===== src/rtl/sdcmd_pkg.sv =====
package sdcmd_pkg;

   localparam int CMD_W = 4;
   localparam int ST_W  = 4;

   typedef enum logic [CMD_W-1:0] {
      CMD_DESEL    = 4'd0,
      CMD_NOP      = 4'd1,
      CMD_ACT      = 4'd2,
      CMD_READ     = 4'd3,
      CMD_WRITE    = 4'd4,
      CMD_PRE      = 4'd5,
      CMD_BST      = 4'd6,
      CMD_REF      = 4'd7,
      CMD_MRS      = 4'd8,
      CMD_SREF_IN  = 4'd9,
      CMD_SREF_OUT = 4'd10,
      CMD_HOLD     = 4'd11
   } cmd_e;

   typedef enum logic [ST_W-1:0] {
      BK_IDLE        = 4'd0,
      BK_OPENING     = 4'd1,
      BK_ACTIVE      = 4'd2,
      BK_READING     = 4'd3,
      BK_WRITING     = 4'd4,
      BK_READ_AP     = 4'd5,
      BK_WRITE_AP    = 4'd6,
      BK_CLOSING     = 4'd7,
      BK_REFRESHING  = 4'd8,
      BK_MODE_WAIT   = 4'd9,
      BK_SELF_REF    = 4'd10
   } bank_e;

   // Row open, possibly bursting without auto-precharge.
   function automatic logic row_usable(input logic [ST_W-1:0] s);
      return (s == BK_ACTIVE) || (s == BK_READING) || (s == BK_WRITING);
   endfunction

   // States in which a precharge request is accepted.
   function automatic logic close_ok(input logic [ST_W-1:0] s);
      return row_usable(s) || (s == BK_IDLE) || (s == BK_CLOSING);
   endfunction

   function automatic int max_of(input int a, input int b);
      return (a > b) ? a : b;
   endfunction

endpackage


===== src/rtl/sdcmd_decode.sv =====
module sdcmd_decode
   import sdcmd_pkg::*;
(
   input  logic sel_n,
   input  logic row_strobe_n,
   input  logic col_strobe_n,
   input  logic wr_en_n,
   input  logic clk_en_prev,
   input  logic clk_en_now,
   input  logic in_self_ref,
   output cmd_e cmd
);

   logic [2:0] strobes;
   assign strobes = {row_strobe_n, col_strobe_n, wr_en_n};

   always_comb begin
      cmd = CMD_NOP;
      if (!clk_en_prev) begin
         // Clock suspended: pins are not decoded.
         cmd = (in_self_ref && clk_en_now) ? CMD_SREF_OUT : CMD_HOLD;
      end else if (sel_n) begin
         cmd = CMD_DESEL;
      end else begin
         case (strobes)
            3'b111:  cmd = CMD_NOP;
            3'b011:  cmd = CMD_ACT;
            3'b101:  cmd = CMD_READ;
            3'b100:  cmd = CMD_WRITE;
            3'b010:  cmd = CMD_PRE;
            3'b110:  cmd = CMD_BST;
            3'b001:  cmd = clk_en_now ? CMD_REF : CMD_SREF_IN;
            default: cmd = CMD_MRS;
         endcase
      end
   end

endmodule


===== src/rtl/sdcmd_judge.sv =====
module sdcmd_judge
   import sdcmd_pkg::*;
#(
   parameter int NUM_BANKS = 4,
   parameter int BA_W      = 2
)(
   input  cmd_e                               cmd,
   input  logic [BA_W-1:0]                    bank_sel,
   input  logic                               ap_bit,
   input  logic [NUM_BANKS-1:0][ST_W-1:0]     st,
   output logic                               legal,
   output logic                               all_idle
);

   logic [NUM_BANKS-1:0] idle_v;
   logic [NUM_BANKS-1:0] close_v;
   logic [ST_W-1:0]      sel_st;

   for (genvar g = 0; g < NUM_BANKS; g++) begin : g_flags
      assign idle_v[g]  = (st[g] == BK_IDLE);
      assign close_v[g] = close_ok(st[g]);
   end

   assign all_idle = &idle_v;
   assign sel_st   = st[bank_sel];

   always_comb begin
      legal = 1'b1;
      case (cmd)
         CMD_REF, CMD_MRS, CMD_SREF_IN: legal = all_idle;
         CMD_ACT:                       legal = (sel_st == BK_IDLE);
         CMD_READ, CMD_WRITE, CMD_BST:  legal = row_usable(sel_st);
         CMD_PRE:                       legal = ap_bit ? (&close_v) : close_ok(sel_st);
         default:                       legal = 1'b1;
      endcase
   end

endmodule


===== src/rtl/sdcmd_bank.sv =====
module sdcmd_bank
   import sdcmd_pkg::*;
#(
   parameter int T_RCD   = 2,
   parameter int T_RP    = 2,
   parameter int T_RC    = 6,
   parameter int T_RSC   = 2,
   parameter int T_BURST = 4,
   parameter int CNT_W   = 3,
   parameter int BA_W    = 2,
   parameter int IDX     = 0
)(
   input  logic            clk,
   input  logic            rst_n,
   input  cmd_e            cmd,
   input  logic            legal,
   input  logic [BA_W-1:0] bank_sel,
   input  logic            ap_bit,
   output logic [ST_W-1:0] state
);

   localparam logic [BA_W-1:0]  MY_BA    = BA_W'(IDX);
   localparam logic [CNT_W-1:0] LD_RCD   = CNT_W'(T_RCD);
   localparam logic [CNT_W-1:0] LD_RP    = CNT_W'(T_RP);
   localparam logic [CNT_W-1:0] LD_RC    = CNT_W'(T_RC);
   localparam logic [CNT_W-1:0] LD_RSC   = CNT_W'(T_RSC);
   localparam logic [CNT_W-1:0] LD_BURST = CNT_W'(T_BURST);
   localparam logic [CNT_W-1:0] ONE      = CNT_W'(1);

   bank_e            st_q, st_d;
   logic [CNT_W-1:0] cnt_q, cnt_d;
   logic             hit, timed, bursting;

   assign hit      = (bank_sel == MY_BA);
   assign bursting = (st_q == BK_READING) || (st_q == BK_WRITING);

   always_comb begin
      case (st_q)
         BK_OPENING, BK_READING, BK_WRITING, BK_READ_AP, BK_WRITE_AP,
         BK_CLOSING, BK_REFRESHING, BK_MODE_WAIT: timed = 1'b1;
         default:                                  timed = 1'b0;
      endcase
   end

   always_comb begin
      st_d  = st_q;
      cnt_d = cnt_q;
      // Interval bookkeeping first; a legal command below overrides it.
      if (timed) begin
         if (cnt_q == ONE) begin
            case (st_q)
               BK_OPENING, BK_READING, BK_WRITING: st_d = BK_ACTIVE;
               BK_READ_AP, BK_WRITE_AP: begin
                  st_d  = BK_CLOSING;
                  cnt_d = LD_RP;
               end
               default: st_d = BK_IDLE;
            endcase
         end else begin
            cnt_d = cnt_q - ONE;
         end
      end
      if (legal) begin
         case (cmd)
            CMD_REF, CMD_SREF_OUT: begin
               st_d  = BK_REFRESHING;
               cnt_d = LD_RC;
            end
            CMD_MRS: begin
               st_d  = BK_MODE_WAIT;
               cnt_d = LD_RSC;
            end
            CMD_SREF_IN: st_d = BK_SELF_REF;
            CMD_ACT: if (hit) begin
               st_d  = BK_OPENING;
               cnt_d = LD_RCD;
            end
            CMD_READ: if (hit) begin
               st_d  = ap_bit ? BK_READ_AP : BK_READING;
               cnt_d = LD_BURST;
            end
            CMD_WRITE: if (hit) begin
               st_d  = ap_bit ? BK_WRITE_AP : BK_WRITING;
               cnt_d = LD_BURST;
            end
            CMD_PRE: if ((hit || ap_bit) && row_usable(st_q)) begin
               st_d  = BK_CLOSING;
               cnt_d = LD_RP;
            end
            CMD_BST: if (hit && bursting) st_d = BK_ACTIVE;
            default: ;
         endcase
      end
   end

   always_ff @(posedge clk or negedge rst_n) begin
      if (!rst_n) begin
         st_q  <= BK_IDLE;
         cnt_q <= '0;
      end else begin
         st_q  <= st_d;
         cnt_q <= cnt_d;
      end
   end

   assign state = st_q;

   AST_ACT_ONLY_IDLE: assert property (@(posedge clk) disable iff (!rst_n)
      (legal && cmd == CMD_ACT && hit) |-> (st_q == BK_IDLE)) else $error("ACT accepted on non-idle bank");

   AST_IDLE_ENTRY: assert property (@(posedge clk) disable iff (!rst_n)
      (st_q == BK_IDLE && $past(st_q) != BK_IDLE) |->
      ($past(st_q) == BK_CLOSING || $past(st_q) == BK_REFRESHING || $past(st_q) == BK_MODE_WAIT))
      else $error("bank became idle from wrong state");

   AST_ACTIVE_ENTRY: assert property (@(posedge clk) disable iff (!rst_n)
      (st_q == BK_ACTIVE && $past(st_q) != BK_ACTIVE) |->
      ($past(st_q) == BK_OPENING || $past(st_q) == BK_READING || $past(st_q) == BK_WRITING))
      else $error("row opened from wrong state");

   AST_AP_CLOSES: assert property (@(posedge clk) disable iff (!rst_n)
      (($past(st_q) == BK_READ_AP || $past(st_q) == BK_WRITE_AP) &&
       st_q != BK_READ_AP && st_q != BK_WRITE_AP) |-> (st_q == BK_CLOSING))
      else $error("auto-precharge burst did not close bank");

endmodule


===== src/rtl/sdram_cmd_tracker.sv =====
module sdram_cmd_tracker
   import sdcmd_pkg::*;
#(
   parameter int NUM_BANKS = 4,
   parameter int BA_W      = $clog2(NUM_BANKS),
   parameter int T_RCD     = 2,
   parameter int T_RP      = 2,
   parameter int T_RC      = 6,
   parameter int T_RSC     = 2,
   parameter int T_BURST   = 4
)(
   input  logic                        clk,
   input  logic                        rst_n,
   input  logic                        sel_n,
   input  logic                        row_strobe_n,
   input  logic                        col_strobe_n,
   input  logic                        wr_en_n,
   input  logic                        clk_en_prev,
   input  logic                        clk_en_now,
   input  logic [BA_W-1:0]             bank_sel,
   input  logic                        ap_bit,
   output logic [CMD_W-1:0]            cmd_o,
   output logic                        legal_o,
   output logic                        auto_pre_o,
   output logic                        pre_all_o,
   output logic [NUM_BANKS*ST_W-1:0]   bank_state_o
);

   localparam int T_MAX = max_of(max_of(max_of(T_RCD, T_RP), max_of(T_RC, T_RSC)), T_BURST);
   localparam int CNT_W = $clog2(T_MAX + 1);

   if (NUM_BANKS < 2 || (NUM_BANKS & (NUM_BANKS - 1)) != 0) begin : g_bad_banks
      $error("NUM_BANKS must be a power of two, at least 2");
   end
   if (BA_W != $clog2(NUM_BANKS)) begin : g_bad_ba
      $error("BA_W must equal clog2(NUM_BANKS)");
   end
   if (T_RCD < 1 || T_RP < 1 || T_RC < 1 || T_RSC < 1 || T_BURST < 1) begin : g_bad_t
      $error("every interval parameter must be at least one cycle");
   end

   logic [NUM_BANKS-1:0][ST_W-1:0] st;
   cmd_e                            cmd_now;
   logic                            legal_now, all_idle, in_self_ref;
   cmd_e                            cmd_q;
   logic                            legal_q, ap_q, pa_q;

   assign in_self_ref = (st[0] == BK_SELF_REF);

   sdcmd_decode u_decode (
      .sel_n        (sel_n),
      .row_strobe_n (row_strobe_n),
      .col_strobe_n (col_strobe_n),
      .wr_en_n      (wr_en_n),
      .clk_en_prev  (clk_en_prev),
      .clk_en_now   (clk_en_now),
      .in_self_ref  (in_self_ref),
      .cmd          (cmd_now)
   );

   sdcmd_judge #(.NUM_BANKS(NUM_BANKS), .BA_W(BA_W)) u_judge (
      .cmd      (cmd_now),
      .bank_sel (bank_sel),
      .ap_bit   (ap_bit),
      .st       (st),
      .legal    (legal_now),
      .all_idle (all_idle)
   );

   for (genvar b = 0; b < NUM_BANKS; b++) begin : g_bank
      sdcmd_bank #(
         .T_RCD(T_RCD), .T_RP(T_RP), .T_RC(T_RC), .T_RSC(T_RSC),
         .T_BURST(T_BURST), .CNT_W(CNT_W), .BA_W(BA_W), .IDX(b)
      ) u_bank (
         .clk      (clk),
         .rst_n    (rst_n),
         .cmd      (cmd_now),
         .legal    (legal_now),
         .bank_sel (bank_sel),
         .ap_bit   (ap_bit),
         .state    (st[b])
      );
   end

   always_ff @(posedge clk or negedge rst_n) begin
      if (!rst_n) begin
         cmd_q   <= CMD_DESEL;
         legal_q <= 1'b1;
         ap_q    <= 1'b0;
         pa_q    <= 1'b0;
      end else begin
         cmd_q   <= cmd_now;
         legal_q <= legal_now;
         ap_q    <= ((cmd_now == CMD_READ) || (cmd_now == CMD_WRITE)) && ap_bit;
         pa_q    <= (cmd_now == CMD_PRE) && ap_bit;
      end
   end

   assign cmd_o        = cmd_q;
   assign legal_o      = legal_q;
   assign auto_pre_o   = ap_q;
   assign pre_all_o    = pa_q;
   assign bank_state_o = st;

   logic [NUM_BANKS-1:0] sref_v;
   for (genvar b = 0; b < NUM_BANKS; b++) begin : g_sref
      assign sref_v[b] = (st[b] == BK_SELF_REF);
   end

   AST_QUAL_EXCLUSIVE: assert property (@(posedge clk) disable iff (!rst_n)
      $onehot0({auto_pre_o, pre_all_o})) else $error("both qualifiers high");

   AST_GLOBAL_NEEDS_IDLE: assert property (@(posedge clk) disable iff (!rst_n)
      (legal_o && (cmd_o == CMD_REF || cmd_o == CMD_MRS || cmd_o == CMD_SREF_IN)) |-> $past(all_idle))
      else $error("global command accepted with a busy bank");

   AST_SREF_TOGETHER: assert property (@(posedge clk) disable iff (!rst_n)
      (sref_v != '0) |-> (&sref_v)) else $error("banks disagree on self-refresh");

   AST_ILLEGAL_NO_OPEN: assert property (@(posedge clk) disable iff (!rst_n)
      (!legal_o && cmd_o == CMD_ACT) |-> ($countones(sref_v) == 0 || &sref_v))
      else $error("illegal ACT disturbed banks");

endmodule


===== config.mk =====
export PLATFORM = sky130hd
export DESIGN_NAME = sdram_cmd_tracker
export DESIGN_NICKNAME = d
export VERILOG_FILES = /design/src/rtl/sdcmd_pkg.sv /design/src/rtl/sdcmd_decode.sv /design/src/rtl/sdcmd_judge.sv /design/src/rtl/sdcmd_bank.sv /design/src/rtl/sdram_cmd_tracker.sv
export SDC_FILE = /design/constraint.sdc
export NUM_CORES = 1
export LEC_CHECK = 0
export ABC_AREA = 0
export BUFFER_PORTS_ARGS = -buffer_cell sky130_fd_sc_hd__buf_4
export CORE_MARGIN = 2
export CORE_UTILIZATION = 40
export DETAILED_ROUTE_END_ITERATION = 8
export GPL_ROUTABILITY_DRIVEN = 0
export GPL_TIMING_DRIVEN = 1
export PLACE_DENSITY = 0.65
export SETUP_SLACK_MARGIN = 0.4
export SLEW_MARGIN = 10
export SYNTH_ARGS = -nofsm -noshare
export SYNTH_HDL_FRONTEND = slang
export SYNTH_HIERARCHICAL = 1
export SYNTH_SLANG_ARGS = --single-unit
export TNS_END_PERCENT = 10

===== constraint.sdc =====
create_clock -name clk -period 3.8 [get_ports clk]
set_input_delay 0.38 -clock clk [delete_from_list [all_inputs] [get_ports clk]]
set_output_delay 0.38 -clock clk [all_outputs]
set_load 0.01 [all_outputs]

==> flow_metrics.tcl, run 1 <==
set metrics [dict create \
    tightest_slew_ns 0.5871 \
    mostFrequentLayoutCells "50 x buf_4, 48 x nand2_1, 40 x o21ai_0" \
    fmax_mhz 337.8 \
    crit_type "flip-flop to flip-flop" \
    postSynthCellCount 570 \
    numCtsBuffers 5 \
    ios 34 \
    drc 0 \
    clkLatencyLatePin_ns 0.29 \
    skew_ns 0.004735 \
    seqPwrFrac_pct 27.1 \
    p_leak_uw 0.001941 \
    min_path_type "input port to async pin" \
    finalSetupViolations 0 \
    layout_commonest_cell "buf_4" \
    combPwrFrac_pct 59.3 \
    gr-total-overflow 0 \
    cts_tree "yes" \
    syn_to_final_growth_pct 11.48 \
    dieArea_um2 11870 \
    yosys_warnings 6 \
    ant_nets 0 \
    wl_per_cell_um 16.65 \
    place_hpwl_um 8583 \
    powerDensity_nw_per_um2 549.9 \
    cp.required_ns 3.97 \
    post_synth.cell_area_avg_um2 7.727 \
    post-route-util_pct 45.49 \
    tns_ns 0 \
    switchingPower_uw 1268 \
    grt_antenna_before_repair 0 \
    holdBufCountCts 0 \
    syn-cell-area_um2 4404 \
    placed_cell_area_um2 4792 \
    htreeDepth 2 \
    min_period_over_period_pct 77.90 \
    core.rowCount 38 \
    antenna_cells 0 \
    final_cell_count_no_fill 736 \
    grt_pass1_wl_um 20730 \
    crit_arrival_ns 3.14 \
    nets 614 \
    p_int_uw 1432 \
    clock_power_share_pct 13.6 \
    rsz0062_at_grt "false" \
    slew_headroom_pct 60.56 \
    synth_fp_nets 589 \
    min_period_ns 2.960 \
    max-cap-violations 0 \
    die_y_um 108.9 \
    cts_root_buffer "clkbuf_8" \
    drive_above_1_share_pct 17.28 \
    grt_max_degree 39 \
    switching_share_pct 46.97 \
    initial_core_util_pct 40.81 \
    worstReg2RegStart "g_bank[1].u_bank/state[0]" \
    core_area_um2 10790 \
    via_per_inst 6.220 \
    drv_slew 0 \
    clock_path_buffers 2 \
    hold_viol 0 \
    wirelength_um 12260 \
    ctsResizeCount 0 \
    portBuffers 33 \
    status "complete, no violations" \
    die_x_um 108.9 \
    finish.instance_area_um2 4910 \
    via_count 4578 \
    critPathMaxFanout 15 \
    grtUsageTotal_pct 21.28 \
    clock_sinks 35 \
    crit_path_end_kind "flip-flop" \
    clk_pin_slew_ns 0.08 \
    setup.worst_path.start "g_bank[1].u_bank/state[0]" \
    postCtsSetupRepairBufs 0 \
    dr.pass1.iters 5 \
    drt_iter0_drc 301 \
    start_kind "flip-flop" \
    ir_drop_uv 330.4 \
    dp_cells 728 \
    grt_pass1_vias 4189 \
]
## layout make-up
cell class                      count  area, um2
Clock buffer                        6      82.58
Clock inverter                      2      35.03
Fill cell                        1068       5883
Inverter                           35      131.4
Multi-Input combinational cell    468       3233
Sequential cell                    35      877.1
Tap cell                          140      175.2
Timing Repair Buffer               50      375.4
## per-stage QoR
step                      total power, uW  setup WS, ns  hold slack, ns
after floorplan                      1887        0.4011         0.08441
after global placement               2278        0.8466          0.3746
after detailed placement             2320        0.7622          0.3873
after CTS                            2695        0.9044         0.06549
after global routing                 2938        0.6483         0.08289
final                                2700        0.8397         0.04548
## path summary, 6_finish.rpt
check / end / slack [ns] / cells after the start
hold / removal: g_bank[3].u_bank/state[3] / 0.05 / 1
max in group asynchronous: legal_o / 3.38 / 1
setup reg to reg: g_bank[1].u_bank/state[1] / 0.84 / 11
min in group clk: auto_pre_o / 0.51 / 3
setup / recovery: g_bank[1].u_bank/state[1] / 0.84 / 11
hold reg to reg: g_bank[3].u_bank/cnt_q[1] / 0.61 / 2
## worst max-delay path: stages (launching register included)
cell and delay [ns]:
dfrtp_1 0.60, mux4_2 0.56, nor2_1 0.15, and4b_1 0.21
a221oi_1 0.07, nand4_1 0.12, buf_4 0.21, o31a_1 0.16
a21boi_1 0.39, o21ai_0 0.17, o211ai_1 0.11, nand2_1 0.08
## power by group through the flow
stage          Sequential, uW  Clock [uW]  Combinational, uW
2_1_floorplan             706           0               1180
6_report                  733         366               1600
3_3_place_gp              730           0               1550
5_1_grt                   763         391               1780
3_5_place_dp              737           0               1580
4_1_cts                   729         375               1590
## flip-flops by register name (all words and copies together) (netlist names)
signal,cells
g_bank.u_bank/state,16
g_bank.u_bank/cnt_q,12
cmd_o,4
auto_pre_o,1
legal_o,1
pre_all_o,1
## metal layers
layer  up-vias  GRT usage [%]  part of all wire (%)
met5         -              0                     0
met4         0          4.945                   1.3
met3        17          2.152                   5.4
met2       161          35.05                    48
met1      2169          29.99                    45
li1       2231              -                     -
Note: power is estimated with default switching activity, not from simulation.
==> run 2: changes to the inputs <==
--- a/config.mk
+++ b/config.mk
@@ -5,7 +5,7 @@
 export SDC_FILE = /design/constraint.sdc
 export NUM_CORES = 1
 export LEC_CHECK = 0
-export ABC_AREA = 0
+export ABC_AREA = 1
 export BUFFER_PORTS_ARGS = -buffer_cell sky130_fd_sc_hd__buf_4
 export CORE_MARGIN = 2
 export CORE_UTILIZATION = 40
==> constraint.sdc (replaced) <==
create_clock -name clk -period 2.9 [get_ports clk]
set_input_delay 0.29 -clock clk [delete_from_list [all_inputs] [get_ports clk]]
set_output_delay 0.29 -clock clk [all_outputs]
set_load 0.01 [all_outputs]
==> flow_metrics.tcl, run 2 <==
set metrics [dict create \
    critPathMaxFanout 16 \
    dp_cells 925 \
    crit_path_end_kind "flip-flop" \
    clkLatencyLatePin_ns 0.30 \
    drv_slew 0 \
    setup.worst_path.start "g_bank[0].u_bank/state[1]" \
    powerDensity_nw_per_um2 753.3 \
    via_per_inst 5.066 \
    clk_pin_slew_ns 0.09 \
    wirelength_um 11590 \
    min_period_over_period_pct 79.17 \
    status "complete, no violations" \
    grt_antenna_before_repair 0 \
    rsz0062_at_grt "true" \
    min_period_ns 2.296 \
    r2r-end "g_bank[3].u_bank/state[0]" \
    p_leak_uw 0.002692 \
    yosys_warnings 6 \
    ir_drop_uv 247.9 \
    portBuffers 33 \
    slew_headroom_pct 66.93 \
    drive_above_1_share_pct 20.87 \
    core_area_um2 10230 \
    dieArea_um2 11320 \
    switchingPower_uw 1871 \
    post_synth.cell_area_avg_um2 5.609 \
    switching_share_pct 50.81 \
    r2r_slack_ns 0.60 \
    final_cell_count_no_fill 941 \
    n_fill_cell 1082 \
    die_x_um 106.4 \
    max-cap-violations 0 \
    mostFrequentLayoutCells "263 x nand2_1, 92 x nor2_1, 79 x nand3_1" \
    cp.required_ns 3.09 \
    multi_input_area_um2 2957 \
    nets 823 \
    clock_path_buffers 2 \
    skew_ns 0.01351 \
    initial_core_util_pct 41.01 \
    regArea_um2 879.6 \
    numCtsBuffers 5 \
    r2r_cells 15 \
    clock_power_share_pct 13.1 \
    antenna_cells 0 \
    fmax_mhz 435.5 \
    largest_register_ff_count 16 \
    crit_arrival_ns 2.48 \
    grt_pass1_vias 4454 \
    synth_fp_nets 767 \
    htreeDepth 2 \
    whs_ns 0.3012 \
    hold_viol 0 \
    seqPwrFrac_pct 26.0 \
    wl_per_cell_um 12.31 \
    dr.pass1.iters 5 \
    syn_to_final_growth_pct 16.52 \
    tns_ns 0 \
    cts_root_buffer "clkbuf_8" \
    grt_max_degree 36 \
    syn-cell-area_um2 4195 \
    worstReg2RegStart "g_bank[0].u_bank/state[1]" \
    p_int_uw 1812 \
    start_kind "flip-flop" \
    core.rowCount 37 \
    clock_sinks 35 \
    postSynthCellCount 748 \
    tightest_slew_ns 0.4961 \
    via_count 4767 \
    cts_tree "yes" \
    min_path_type "input port to flip-flop" \
    place_hpwl_um 8930 \
    gr-total-overflow 0 \
    cp-endpoint "g_bank[3].u_bank/state[0]" \
    ios 34 \
    ant_nets 0 \
    grtUsageTotal_pct 21.33 \
    finalSetupViolations 0 \
    drt_iter0_drc 307 \
    combPwrFrac_pct 60.9 \
    grt_pass1_wl_um 20000 \
    die_y_um 106.4 \
    layout_commonest_cell "nand2_1" \
    crit_type "flip-flop to flip-flop" \
    drc 0 \
]
-- run 2: how the worst min path moves through the flow --
stage / from / end / slack, ns / cells past startpoint
final: ap_bit / auto_pre_o / 0.30 / 3
after global routing: ap_bit / auto_pre_o / 0.30 / 3
after CTS: ap_bit / auto_pre_o / 0.29 / 3
after detailed placement: rst_n / g_bank[2].u_bank/cnt_q[1] / 0.30 / 1
after global placement: rst_n / g_bank[2].u_bank/state[1] / 0.29 / 1
after floorplan: rst_n / auto_pre_o / -0.006 / 0
-- run 2: per-layer routing --
layer,wire length [um],global-route usage (%),up-vias
met2,5112,33.79,145
met5,0,0,-
met3,605,2.943,25
li1,-,-,2487
met1,5589,29.47,2110
met4,280,8.071,0
-- run 2: power groups by stage --
stage / combinational, uW / clock (uW) / sequential, uW
2_1_floorplan: 1530 / 0 / 970
3_3_place_gp: 2120 / 0 / 974
3_5_place_dp: 2140 / 0 / 992
4_1_cts: 2150 / 494 / 983
5_1_grt: 2570 / 513 / 1000
6_report: 2240 / 484 / 958
-- run 2: critical path, cell delays in order, from the launching register on --
cell	delay, ns
dfrtp_2	0.40
nand2_1	0.06
nor3_1	0.13
nand2_1	0.07
nand2_1	0.09
nand2_4	0.11
buf_4	0.19
buf_4	0.20
inv_2	0.09
nand2_1	0.06
nor2_1	0.21
nor2_1	0.10
nand2_2	0.09
nand2_4	0.07
nor3b_1	0.25
a21oi_1	0.08
-- run 2: final cells by class --
cell class              instances  area share, %
flip-flops and latches         35          17.99
clock inverters                 2         0.7167
repair buffers                 49          7.576
inverters                     103          8.062
clock buffers                   6          1.689
well taps                     136          3.481
multi-input cells             610          60.48
-- run 2: repair_timing --
| item | CTS | global route |
|---|---|---|
| hold buffers | 1 | 0 |
| endpoints found under the setup margin | 11 | 28 |
| hold endpoints to repair | 34 | 0 |
| pin swaps | 0 | 1 |
| gates resized for setup | 1 | 4 |
| gates cloned | 0 | 1 |
| buffers inserted | 0 | 6 |
-- run 2: per-stage QoR --
step           power, uW  setup WS [ns]  util, %  area (um2)
4_1_cts             3630         0.3660    47.18        4827
3_3_place_gp        3094         0.3655    45.88        4695
5_1_grt             4090         0.3551    47.78        4888
3_5_place_dp        3132         0.2651    45.88        4695
6_report            3683         0.6040    47.78        4888
2_1_floorplan       2502         0.4330        -        4220
